--- config.mk ---
export PLATFORM = sky130hd
export DESIGN_NAME = icu_top
export DESIGN_NICKNAME = d
export VERILOG_FILES = /design/src/rtl/icu_pkg.sv /design/src/rtl/icu_rowhit.sv /design/src/rtl/icu_arb.sv /design/src/rtl/icu_ctlreg.sv /design/src/rtl/icu_top.sv
export SDC_FILE = /design/constraint.sdc
export NUM_CORES = 1
export LEC_CHECK = 0
export ABC_AREA = 1
export BUFFER_PORTS_ARGS = -buffer_cell sky130_fd_sc_hd__buf_2
export CAP_MARGIN = 20
export CELL_PAD_IN_SITES_DETAIL_PLACEMENT = 0
export CELL_PAD_IN_SITES_GLOBAL_PLACEMENT = 1
export CORE_MARGIN = 2
export CORE_UTILIZATION = 29
export CTS_BUF_LIST = sky130_fd_sc_hd__clkbuf_16
export DETAILED_ROUTE_END_ITERATION = 12
export PLACE_DENSITY_LB_ADDON = 0.1
export SLEW_MARGIN = 20
export SYNTH_ARGS = -nofsm -noshare
export SYNTH_HDL_FRONTEND = slang
export SYNTH_HIERARCHICAL = 1
export SYNTH_SLANG_ARGS = --single-unit
--- constraint.sdc ---
create_clock -name clk -period 2.3 [get_ports clk]
set_input_delay 0.46 -clock clk [delete_from_list [all_inputs] [get_ports clk]]
set_output_delay 0.46 -clock clk [all_outputs]
set_load 0.01 [all_outputs]
--- src/rtl/icu_pkg.sv ---
package icu_pkg;
  // Control word field positions as a function of the source count.
  function automatic int pend_lo(input int n);  return 0;        endfunction
  function automatic int en_lo(input int n);    return n;        endfunction
  function automatic int ius_lo(input int n);   return 2 * n;    endfunction
  function automatic int nv_pos(input int n);   return 3 * n;    endfunction
  function automatic int cut_pos(input int n);  return 3 * n + 1; endfunction
  function automatic int ctl_width(input int n); return 3 * n + 2; endfunction
endpackage

--- src/rtl/icu_rowhit.sv ---
module icu_rowhit #(
  parameter int ROW_W = 10
) (
  input  logic             clk,
  input  logic             rst,
  input  logic [ROW_W-1:0] row_cnt,
  input  logic [ROW_W-1:0] vint_row,
  output logic             hit
);
  logic eq, eq_q;

  assign eq  = (row_cnt == vint_row);
  assign hit = eq & ~eq_q;

  always_ff @(posedge clk) begin
    if (rst) eq_q <= 1'b0;
    else     eq_q <= eq;
  end
endmodule

--- src/rtl/icu_arb.sv ---
module icu_arb #(
  parameter int N_SRC = 2
) (
  input  logic [N_SRC-1:0] pend,
  input  logic [N_SRC-1:0] en,
  input  logic [N_SRC-1:0] ius,
  input  logic             iei,
  output logic             req,
  output logic [N_SRC-1:0] grant
);
  logic [N_SRC-1:0] blocked, cand;

  // Index 0 is the highest priority; an in-service bit blocks itself and below.
  for (genvar i = 0; i < N_SRC; i++) begin : g_blk
    assign blocked[i] = |ius[i:0];
  end

  assign cand  = pend & en & ~blocked;
  assign req   = iei & (|cand);
  assign grant = cand & (~cand + 1'b1);
endmodule

--- src/rtl/icu_ctlreg.sv ---
module icu_ctlreg #(
  parameter int N_SRC = 2,
  localparam int CTL_W = 3 * N_SRC + 2
) (
  input  logic             clk,
  input  logic             rst,
  input  logic             we,
  input  logic [CTL_W-1:0] wdata,
  input  logic [N_SRC-1:0] hw_set,
  input  logic             ack_take,
  input  logic [N_SRC-1:0] grant,
  output logic [CTL_W-1:0] ctl
);
  localparam int PH = N_SRC - 1;
  localparam int IL = 2 * N_SRC;
  localparam int IH = 3 * N_SRC - 1;

  always_ff @(posedge clk) begin
    if (rst) begin
      ctl <= '0;
    end else if (we) begin
      ctl        <= wdata;
      ctl[PH:0]  <= wdata[PH:0] | hw_set;
    end else begin
      ctl[PH:0] <= ctl[PH:0] | hw_set;
      if (ack_take) ctl[IH:IL] <= ctl[IH:IL] | grant;
    end
  end
endmodule

--- src/rtl/icu_top.sv ---
module icu_top
  import icu_pkg::*;
#(
  parameter int N_SRC = 2,
  parameter int ROW_W = 10,
  parameter int VEC_W = 8,
  localparam int CTL_W = 3 * N_SRC + 2
) (
  input  logic             clk,
  input  logic             rst,
  input  logic [ROW_W-1:0] row_cnt,
  input  logic [ROW_W-1:0] vint_row,
  input  logic [N_SRC-2:0] src_evt,
  input  logic             cfg_we,
  input  logic [CTL_W-1:0] cfg_wdata,
  output logic [CTL_W-1:0] stat_out,
  input  logic [VEC_W-1:0] vec_base,
  input  logic             iack,
  input  logic             iei,
  output logic             int_n,
  output logic             ieo,
  output logic [VEC_W-1:0] vec_out,
  output logic             vec_valid
);
  localparam int EL  = en_lo(N_SRC);
  localparam int IL  = ius_lo(N_SRC);
  localparam int NV  = nv_pos(N_SRC);
  localparam int CUT = cut_pos(N_SRC);

  logic [CTL_W-1:0] ctl_q;
  logic [N_SRC-1:0] pend, en, ius, grant, hw_set;
  logic             row_hit, req, ack_take;

  assign pend = ctl_q[EL-1:0];
  assign en   = ctl_q[IL-1:EL];
  assign ius  = ctl_q[NV-1:IL];

  icu_rowhit #(.ROW_W(ROW_W)) u_rowhit (
    .clk(clk), .rst(rst), .row_cnt(row_cnt), .vint_row(vint_row), .hit(row_hit)
  );

  assign hw_set = {row_hit, src_evt};

  icu_arb #(.N_SRC(N_SRC)) u_arb (
    .pend(pend), .en(en), .ius(ius), .iei(iei), .req(req), .grant(grant)
  );

  assign ack_take = iack & req & ~cfg_we;

  icu_ctlreg #(.N_SRC(N_SRC)) u_ctl (
    .clk(clk), .rst(rst), .we(cfg_we), .wdata(cfg_wdata), .hw_set(hw_set),
    .ack_take(ack_take), .grant(grant), .ctl(ctl_q)
  );

  assign stat_out = ctl_q;

  always_ff @(posedge clk) begin
    if (rst) begin
      int_n     <= 1'b1;
      ieo       <= 1'b0;
      vec_valid <= 1'b0;
      vec_out   <= '0;
    end else begin
      int_n     <= ~req;
      ieo       <= iei & ~(|ius) & ~ctl_q[CUT];
      vec_valid <= ack_take & ~ctl_q[NV];
      vec_out   <= (ack_take & ~ctl_q[NV]) ? vec_base : '0;
    end
  end
endmodule

==> flow_summary.json, run 1 <==
{
  "slowest_stage": "dfxtp_1",
  "final_util_pct": 43.5,
  "ir_drop_uv": 507,
  "core_area_mm2": 0.00331,
  "syn_nets": 194,
  "io-pin-count": 61,
  "clock_path_buffers": 2,
  "grt_pass1_vias": 901,
  "antenna_cells": 0,
  "startpoint_type": "flop",
  "rsz0062_at_grt": "no",
  "post_cts_buffers": 0,
  "dp.cells": 257,
  "synth_ff_type": "dfxtp_1",
  "setup_tns_ns": 0,
  "cp_top_family": "flip-flops",
  "die_x_um": 62.3,
  "grt_pass1_wl_um": 3570,
  "worstSkewPairLatency_ns": 0.25,
  "register_area_um2": 400,
  "place_area_mm2": 0.00133,
  "dieArea_mm2": 0.00389,
  "min_from": "vec_base[0]",
  "r2r-end": "u_ctl/ctl[4]$_SDFFE_PP0P_",
  "port_buffers": 60,
  "gp_congestion": 0.712,
  "crit_fanout": 5,
  "fmax_mhz": 792,
  "yosys_warnings": 6,
  "post_cts_resized": 0,
  "r2r_start": "u_ctl/ctl[1]$_SDFF_PP0_",
  "cts_sinks": 20,
  "slew_violations": 0,
  "hold_end": "vec_out[0]$_SDFF_PP0_",
  "end_kind": "output port",
  "finalNetCount": 258,
  "cts_tree": "built",
  "hold_viol_final": 0,
  "drv_cap": 0,
  "p_per_area_mw_per_mm2": 663,
  "finalCritPeriodShare_pct": 54.9,
  "synthArstFlopShare_pct": 0,
  "cts_buffers": 3,
  "crit_required_ns": 1.84,
  "area_growth_pct": 45.8,
  "yosysMostFrequentCell": "nand2_1",
  "grt_antenna_before_repair": 0,
  "fin_ws_ns": 1.04,
  "path_buf_inv": 1,
  "path_clk_slew_ns": 0.06,
  "yosysUniqueCellTypes": 16,
  "reg2reg_slack_ns": 1.06,
  "min_path_cells": 3,
  "rr_worst_depth": 10,
  "cpPeakStageDelay_ns": 0.39,
  "p_total_mw": 0.954,
  "pre_cts_ws_ns": 0.950,
  "synth_area_um2": 987,
  "min_period_ns": 1.26,
  "post_route_cells_drive_above_1_share_pct": 39.5,
  "clockRootBuffer": "clkbuf_16",
  "slew-limit-headroom_pct": 81.8,
  "synth_seq_cells": 20,
  "drtIter0Drc": 26,
  "post-route-drc-count": 0,
  "synthTopCellsByCount": "nand2_1, inv_1, nor2_1",
  "grt_max_degree": 13,
  "grt.total_usage_pct": 11.6,
  "setup_viol": 0,
  "critPathKind": "reg2out",
  "fp.dieH_um": 62.3,
  "status": "completed",
  "stdcell_area_mm2": 0.00144,
  "wl_per_cell_um": 8.04,
  "routed_wl_um": 2100,
  "rows": 21,
  "dp_hpwl_um": 1710,
  "synth_edf_count": 0,
  "tightest_slew_ns": 0.273,
  "holdWs_ns": 0.426,
  "initial_core_util_pct": 29.8,
  "synthCells": 152,
  "ant_nets": 0,
  "p_leak_nw": 0.893,
  "arrival_ns": 0.80,
  "n_fill_cell": 374,
  "overflow": 0,
  "stdcell_count": 261,
  "cp_cell_sequence": "buf_2",
  "syn_avg_cell_area_um2": 6.49,
  "synth_largest_area_cell": "dfxtp_1",
  "multiInputGateArea_um2": 428,
  "via_count": 1005,
  "ctsHoldBuffers": 0,
  "first_pass_iters": 2,
  "synthTopCellsByArea": "dfxtp_1, nand2_1, inv_1",
  "hp-class": "in2reg",
  "synth.top_cell.area_share_pct": 40.6,
  "routed_via_density": 3.85,
  "h-tree-depth": 1,
  "clock_skew_ns": 0.00518,
  "ys_seq_area_share_pct": 40.6
}
## area by class of cell
type / instances / area share (%)
Sequential cell: 20 / 27.8
Timing Repair Buffer: 60 / 20.9
Multi-Input combinational cell: 93 / 29.7
Clock buffer: 3 / 5.22
Clock inverter: 1 / 2.09
Inverter: 38 / 10.3
Tap cell: 46 / 4.00
## worst max-delay path by stage
stage / start / end / slack, ns / cells past startpoint
2_1_floorplan: u_ctl/ctl[1]$_SDFF_PP0_ / u_ctl/ctl[4]$_SDFFE_PP0P_ / 1.12 / 10
3_3_place_gp: row_cnt[4] / u_ctl/ctl[1]$_SDFF_PP0_ / 0.98 / 11
5_1_grt: u_ctl/ctl[1]$_SDFF_PP0_ / u_ctl/ctl[4]$_SDFFE_PP0P_ / 0.89 / 10
3_5_place_dp: vint_row[0] / u_ctl/ctl[1]$_SDFF_PP0_ / 0.95 / 10
6_report: u_ctl/ctl[4]$_SDFFE_PP0P_ / stat_out[4] / 1.04 / 1
4_1_cts: u_ctl/ctl[4]$_SDFFE_PP0P_ / stat_out[4] / 1.03 / 1
## metal layers
metal	vias to the layer above	wire [um]	GRT usage [%]
met1	401	884	12.0
met3	6	252	6.34
met4	0	48	5.00
met2	40	911	19.4
li1	558	-	-
met5	-	0	0
## worst min-delay path: cells and delay by family
kind | cells | cell delay [ns]
buf+inv | 2 | 0.10
simple gates | 1 | 0.08
## placed cells by master, fill, tap and decap left out, drive strengths merged
cell and instances:
nand2 42, nand3 4, a21oi 1, inv 38
buf 60, nor3 3, bufinv 1, dfxtp 20
clkbuf 3, nor2 39, o21ai 4
## state kept, by name (all words and copies together) (netlist names)
signal         count
vec_out            8
u_ctl/ctl          8
ieo                1
int_n              1
vec_valid          1
u_rowhit/eq_q      1
## cell families (layout without fill, tap and decap cells)
logic type / Yosys count / count (layout) / share of synthesized area (%)
buffers and inverters: 39 / 102 / 16.1
AOI/OAI and AO/OA: 5 / 5 / 2.92
and+or+nand+nor: 88 / 88 / 40.4
DFF: 20 / 20 / 40.6
## where the power goes
group	total (mW)	internal (mW)	switching, mW
logic	0.119	0.0558	0.0633
clock network	0.468	0.345	0.124
registers	0.366	0.358	0.00827
Power figures use the tool's default switching activity.
==> inputs of run 2 (changes only) <==
- ABC_AREA: 1 -> 0
- CORE_UTILIZATION: 29 -> 27
- clock period: 2.3 -> 1.3 ns (I/O delays scaled with it)
==> run 2 against run 1 <==
  * Die area down 10%
  * Core utilization is 0.74 points higher
  * Flip-flop and latch count did not move
  * Clock-buffer cell count stayed put
  * Register-to-register slack worse by 0.98 ns
  * Combinational power rose by 60%
  * Clock power rose by 31%
  * Synthesized area is 17% lower
  * Power rose by 52%
  * Critical endpoint is now u_ctl/ctl[5]$_SDFFE_PP0P_
  * Global-route usage is 0.51 points lower
  * Highest routed layer unchanged
==> flow_summary.json, run 2 <==
{
  "dr_wl_met3_um": 153,
  "post_cts_resized": 0,
  "port_buffers": 60,
  "end_kind": "flop",
  "dp_hpwl_um": 1570,
  "synth_top_family_by_area": "simple AND/OR/NAND/NOR gates",
  "crit_start": "u_ctl/ctl[5]$_SDFFE_PP0P_",
  "initial_core_util_pct": 29.1,
  "finalNetCount": 185,
  "finalCritPeriodShare_pct": 93.9,
  "first_pass_iters": 3,
  "stdcell_count": 173,
  "drv_cap": 0,
  "post-route-drc-count": 0,
  "cp_cell_sequence": "nand3b_4 > a21oi_2 > and3b_2 > a211oi_1 > nor3_1",
  "arrival_ns": 1.34,
  "maxUsedRoutingLayer": "met4",
  "routed_via_density": 4.45,
  "grt.total_usage_pct": 11.1,
  "clock_path_buffers": 2,
  "fp.dieH_um": 59.0,
  "ctsHoldBuffers": 0,
  "overflow": 0,
  "wl_per_cell_um": 11.2,
  "synthTopCellsByCount": "dfxtp_1, xnor2_1, and3_1",
  "r2r_start": "u_ctl/ctl[5]$_SDFFE_PP0P_",
  "cpPeakStageDelay_ns": 0.35,
  "fmax_mhz": 819,
  "critPathKind": "reg2reg",
  "hp-class": "in2reg",
  "synth_adder_area_share_pct": 0,
  "min_period_ns": 1.22,
  "drtIter0Drc": 15,
  "synth_ff_type": "dfxtp_1",
  "slowest_stage": "dfxtp_2",
  "p_total_mw": 1.45,
  "rsz0062_at_grt": "no",
  "io-pin-count": 61,
  "synthTopCellsByArea": "dfxtp_1, xnor2_1, mux2i_1",
  "dp.cells": 169,
  "cts_tree": "built",
  "ir_drop_uv": 468,
  "p_per_area_mw_per_mm2": 1170,
  "grt_antenna_before_repair": 0,
  "die_x_um": 59.0,
  "via_count": 770,
  "path_buf_inv": 0,
  "synthCells": 78,
  "clock_skew_ns": 0.00195,
  "crit_cells": 5,
  "rows": 19,
  "routed_wl_um": 1930,
  "cts_sinks": 20,
  "dieArea_mm2": 0.00348,
  "synth_xor_area_share_pct": 10.7,
  "setup_tns_ns": 0,
  "crit_required_ns": 1.42,
  "synth_largest_area_cell": "dfxtp_1",
  "synth.area.mux_share_pct": 7.35,
  "cts_buffers": 3,
  "worstSkewPairLatency_ns": 0.25,
  "status": "completed",
  "crit_fanout": 4,
  "synth_edf_count": 0,
  "gp_congestion": 0.714,
  "endpoint": "u_ctl/ctl[5]$_SDFFE_PP0P_",
  "reg_top3": "u_ctl/ctl: 8 flops, vec_out: 8 flops",
  "setup_viol": 0,
  "wl_met2_um": 972,
  "rr_worst_depth": 5,
  "clockRootBuffer": "clkbuf_16",
  "synth_area_um2": 817,
  "tightest_slew_ns": 0.281,
  "ant_nets": 0,
  "grt_pass1_wl_um": 2820,
  "ys_seq_area_share_pct": 49.0,
  "yosysUniqueCellTypes": 22,
  "holdWs_ns": 0.233,
  "syn_avg_cell_area_um2": 10.5,
  "p_leak_nw": 0.666,
  "wl_met1_um": 774,
  "final_cell_mix": "buf_2, dfxtp_1, xnor2_1",
  "startpoint_type": "flop",
  "area_growth_pct": 51.8,
  "synthSimpleGateAreaFrac_pct": 25.1,
  "mostFrequentLayoutCell": "buf_2",
  "h-tree-depth": 1,
  "hold_viol_final": 0,
  "core_area_mm2": 0.00281,
  "post_cts_buffers": 0,
  "reg2reg_slack_ns": 0.08,
  "synth_seq_cells": 20,
  "antenna_cells": 0,
  "post_route_cells_drive_above_1_share_pct": 52.8,
  "slew_violations": 0,
  "path_clk_slew_ns": 0.05,
  "grt_pass1_vias": 676,
  "grt_max_degree": 13,
  "yosysMostFrequentCell": "dfxtp_1",
  "cp_top_family": "simple AND/OR/NAND/NOR gates",
  "slew-limit-headroom_pct": 81.2,
  "synthArstFlopShare_pct": 0,
  "synth.top_cell.area_share_pct": 49.0,
  "r2r-end": "u_ctl/ctl[5]$_SDFFE_PP0P_",
  "synth_compound_area_share_pct": 3.68,
  "syn_nets": 120,
  "yosys_warnings": 6
}
==> run 2: cell count changes in the layout (fill, tap and decap cells not counted), moves of 4 or more <==
cell,before,now
inv_1,35,2
nand2_1,39,2
nor2_2,10,1
nor2_1,28,5
o21ai_0,4,0
mux2i_1,0,6
xnor2_1,0,10
and3_1,0,8
==> run 2: logic make-up (layout without fill, tap and decap cells) <==
group                     after synthesis  count (layout)
DFF                                    20              20
buffers and inverters                   5              69
muxes                                   6               6
AOI/OAI and AO/OA                       5               5
and+or+nand+nor                        32              32
xor gates and xnor gates               10              10
==> run 2: worst min-delay path by stage <==
stage / startpoint / to / slack [ns] / cells after the start
after global routing: vec_base[5] / vec_out[5]$_SDFF_PP0_ / 0.23 / 2
after global placement: u_ctl/ctl[5]$_SDFFE_PP0P_ / ieo$_SDFF_PP0_ / 0.43 / 1
after detailed placement: u_ctl/ctl[5]$_SDFFE_PP0P_ / ieo$_SDFF_PP0_ / 0.44 / 1
final: vec_base[5] / vec_out[5]$_SDFF_PP0_ / 0.23 / 2
after CTS: vec_base[5] / vec_out[5]$_SDFF_PP0_ / 0.23 / 2
after floorplan: rst / ieo$_SDFF_PP0_ / 0.34 / 1
==> run 2: layer usage <==
layer | global-route usage [%] | vias to the layer above
li1 | - | 397
met1 | 11.8 | 333
met2 | 18.7 | 38
met3 | 3.28 | 2
met4 | 7.79 | 0
met5 | 0 | -
==> run 2: layout make-up <==
cell class	instances	area (um^2)
Fill cell	289	1570
Sequential cell	20	404
Multi-Input combinational cell	53	388
Timing Repair Buffer	63	323
Clock buffer	3	75.1
Tap cell	31	38.8
Inverter	2	7.51
Clock inverter	1	3.75
==> run 2: power breakdown <==
part	internal [mW]	total [mW]	switching [mW]
clock	0.409	0.614	0.206
sequential	0.634	0.647	0.0137
combinational	0.107	0.190	0.0836
total	1.15	1.45	0.303
==> run 2: metrics by stage <==
step	area, um^2	setup slack (ns)	utilization (%)
floorplan	818	0.00720	-
global placement	1150	0.100	41.1
detailed placement	1150	0.0537	41.1
CTS	1230	0.0140	43.9
global route	1240	0.00293	44.2
finish	1240	0.0793	44.2
==> run 2: worst reg2reg max path, stage by stage (launching register included) <==
cell and delay (ns):
dfxtp_2 0.35, nand3b_4 0.14, a21oi_2 0.06, and3b_2 0.22, a211oi_1 0.25, nor3_1 0.08
==> inputs of run 3 (changes only) <==
- CORE_UTILIZATION: 27 -> 28
- CTS_BUF_LIST: sky130_fd_sc_hd__clkbuf_16 -> sky130_fd_sc_hd__clkbuf_8
==> run 3 against run 2 <==
  * Final area is the same
  * Power is essentially flat
  * Register-to-register slack is essentially flat
  * Fmax shrank 0.45%
  * Setup slack lost 0.0055 ns
  * Sequential share of layout area shrank 0.10 points
  * Critical path type unchanged
  * Largest cell class unchanged
==> flow_summary.json, run 3 (synthesized netlist as in run 2, its figures left out) <==
{
  "routed_via_density": 4.38,
  "rows": 19,
  "area_growth_pct": 51.8,
  "min_path_cells": 2,
  "crit_fanout": 4,
  "min_period_ns": 1.23,
  "pre_cts_ws_ns": 0.0284,
  "power_frac_comb_pct": 13.0,
  "internal_power_mw": 1.15,
  "fmax_mhz": 815,
  "finalCritPeriodShare_pct": 94.3,
  "cts_sinks": 20,
  "io-pin-count": 61,
  "post-route-drc-count": 0,
  "rr_worst_depth": 5,
  "path_clk_slew_ns": 0.07,
  "wl_per_cell_um": 11.0,
  "routed_wl_um": 1910,
  "h-tree-depth": 1,
  "final_cell_mix": "buf_2, dfxtp_1, xnor2_1",
  "r2r-end": "u_ctl/ctl[4]$_SDFFE_PP0P_",
  "first_pass_iters": 4,
  "finalNetCount": 185,
  "clockRootBuffer": "clkbuf_8",
  "r2r_start": "u_ctl/ctl[5]$_SDFFE_PP0P_",
  "die_x_um": 58.0,
  "switching_share_pct": 20.8,
  "setup_viol": 0,
  "ir_drop_uv": 736,
  "startpoint_type": "flop",
  "tightest_slew_ns": 0.260,
  "rsz0062_at_grt": "no",
  "p_clk_share_pct": 42.4,
  "cts_buffers": 3,
  "port_buffers": 60,
  "core_area_mm2": 0.00276,
  "setup_tns_ns": 0,
  "fin_ws_ns": 0.0737,
  "switching_power_mw": 0.302,
  "globalRouteMet2Util_pct": 20.9,
  "grtUsageMet3_pct": 2.68,
  "min_from": "vec_base[7]",
  "grt_busiest_layer": "met2",
  "p_per_area_mw_per_mm2": 1170,
  "grt_antenna_before_repair": 0,
  "dieArea_mm2": 0.00337,
  "overflow": 0,
  "drtIter0Drc": 16,
  "mostFrequentLayoutCell": "buf_2",
  "status": "completed",
  "p_leak_nw": 0.665,
  "ctsHoldBuffers": 0,
  "antenna_cells": 0,
  "grt_pass1_wl_um": 3060,
  "hold_end": "vec_out[7]$_SDFF_PP0_",
  "cts_tree": "built",
  "hold_viol_final": 0,
  "grt.total_usage_pct": 12.2,
  "met1_usage_pct": 13.4,
  "worstSkewPairLatency_ns": 0.26,
  "post_route_cells_drive_above_1_share_pct": 53.5,
  "crit_required_ns": 1.44,
  "via_count": 758,
  "grt_max_degree": 13,
  "sequentialPowerShare_pct": 44.5,
  "hp-class": "in2reg",
  "fp.dieH_um": 58.0,
  "grt_pass1_vias": 759,
  "slew_violations": 0,
  "arrival_ns": 1.37,
  "clock_skew_ns": 0.00176,
  "slew-limit-headroom_pct": 82.5,
  "dp_hpwl_um": 1540,
  "end_kind": "flop",
  "critPathKind": "reg2reg",
  "reg_top3": "u_ctl/ctl: 8 flops, vec_out: 8 flops",
  "gp_congestion": 0.708,
  "initial_core_util_pct": 29.6,
  "ant_nets": 0,
  "drv_cap": 0,
  "place_area_mm2": 0.00115,
  "clock_path_buffers": 2,
  "reg2reg_slack_ns": 0.07,
  "stdcell_area_mm2": 0.00124
}
[run 3: how the worst max path moves through the flow]
stage / from / end / slack, ns
floorplan: u_ctl/ctl[4]$_SDFFE_PP0P_ / u_ctl/ctl[4]$_SDFFE_PP0P_ / 0.007
global placement: u_ctl/ctl[5]$_SDFFE_PP0P_ / u_ctl/ctl[4]$_SDFFE_PP0P_ / 0.08
detailed placement: u_ctl/ctl[5]$_SDFFE_PP0P_ / u_ctl/ctl[5]$_SDFFE_PP0P_ / 0.03
CTS: u_ctl/ctl[1]$_SDFF_PP0_ / vec_out[5]$_SDFF_PP0_ / 0.004
global route: u_ctl/ctl[5]$_SDFFE_PP0P_ / u_ctl/ctl[5]$_SDFFE_PP0P_ / 0.01
finish: u_ctl/ctl[5]$_SDFFE_PP0P_ / u_ctl/ctl[4]$_SDFFE_PP0P_ / 0.07
[run 3: what timing repair did]
action                                  CTS  global route
gates resized for setup                   0             5
buffers inserted                          0             0
endpoints found under the setup margin    0            11
[run 3: final cells by class]
type	count	area, um^2
clock buffers	3	41.3
well taps	31	38.8
clock inverters	1	30.0
multi-input cells	53	393
fillers	291	1520
flip-flops and latches	20	403
repair buffers	63	327
inverters	2	7.51
[run 3: routing by layer]
metal  share of wire [%]  vias up
li1                    -      393
met1                  42      326
met2                  47       37
met3                 9.6        2
met4                 1.4        0
met5                   0        -
[run 3: metrics by stage]
stage	instances	total power, mW	hold slack (ns)	utilization [%]
floorplan	78	0.750	0.337	-
global placement	169	0.847	0.439	41.8
detailed placement	169	0.851	0.445	41.8
CTS	173	1.47	0.216	44.4
global route	173	1.51	0.223	45.0
finish	173	1.45	0.223	45.0
[run 3: critical path, stage by stage, from the launching register on]
cell and delay [ns]:
dfxtp_2 0.37, nand3b_4 0.15, a21oi_2 0.06, and3b_2 0.23, a211oi_1 0.24, nor3_1 0.07
[run 3: power groups by stage]
stage	combinational, mW	sequential, mW	clock (mW)
after floorplan	0.0799	0.670	0
after global placement	0.187	0.659	0
after detailed placement	0.191	0.660	0
after CTS	0.191	0.646	0.631
after global routing	0.212	0.649	0.650
final	0.189	0.646	0.616
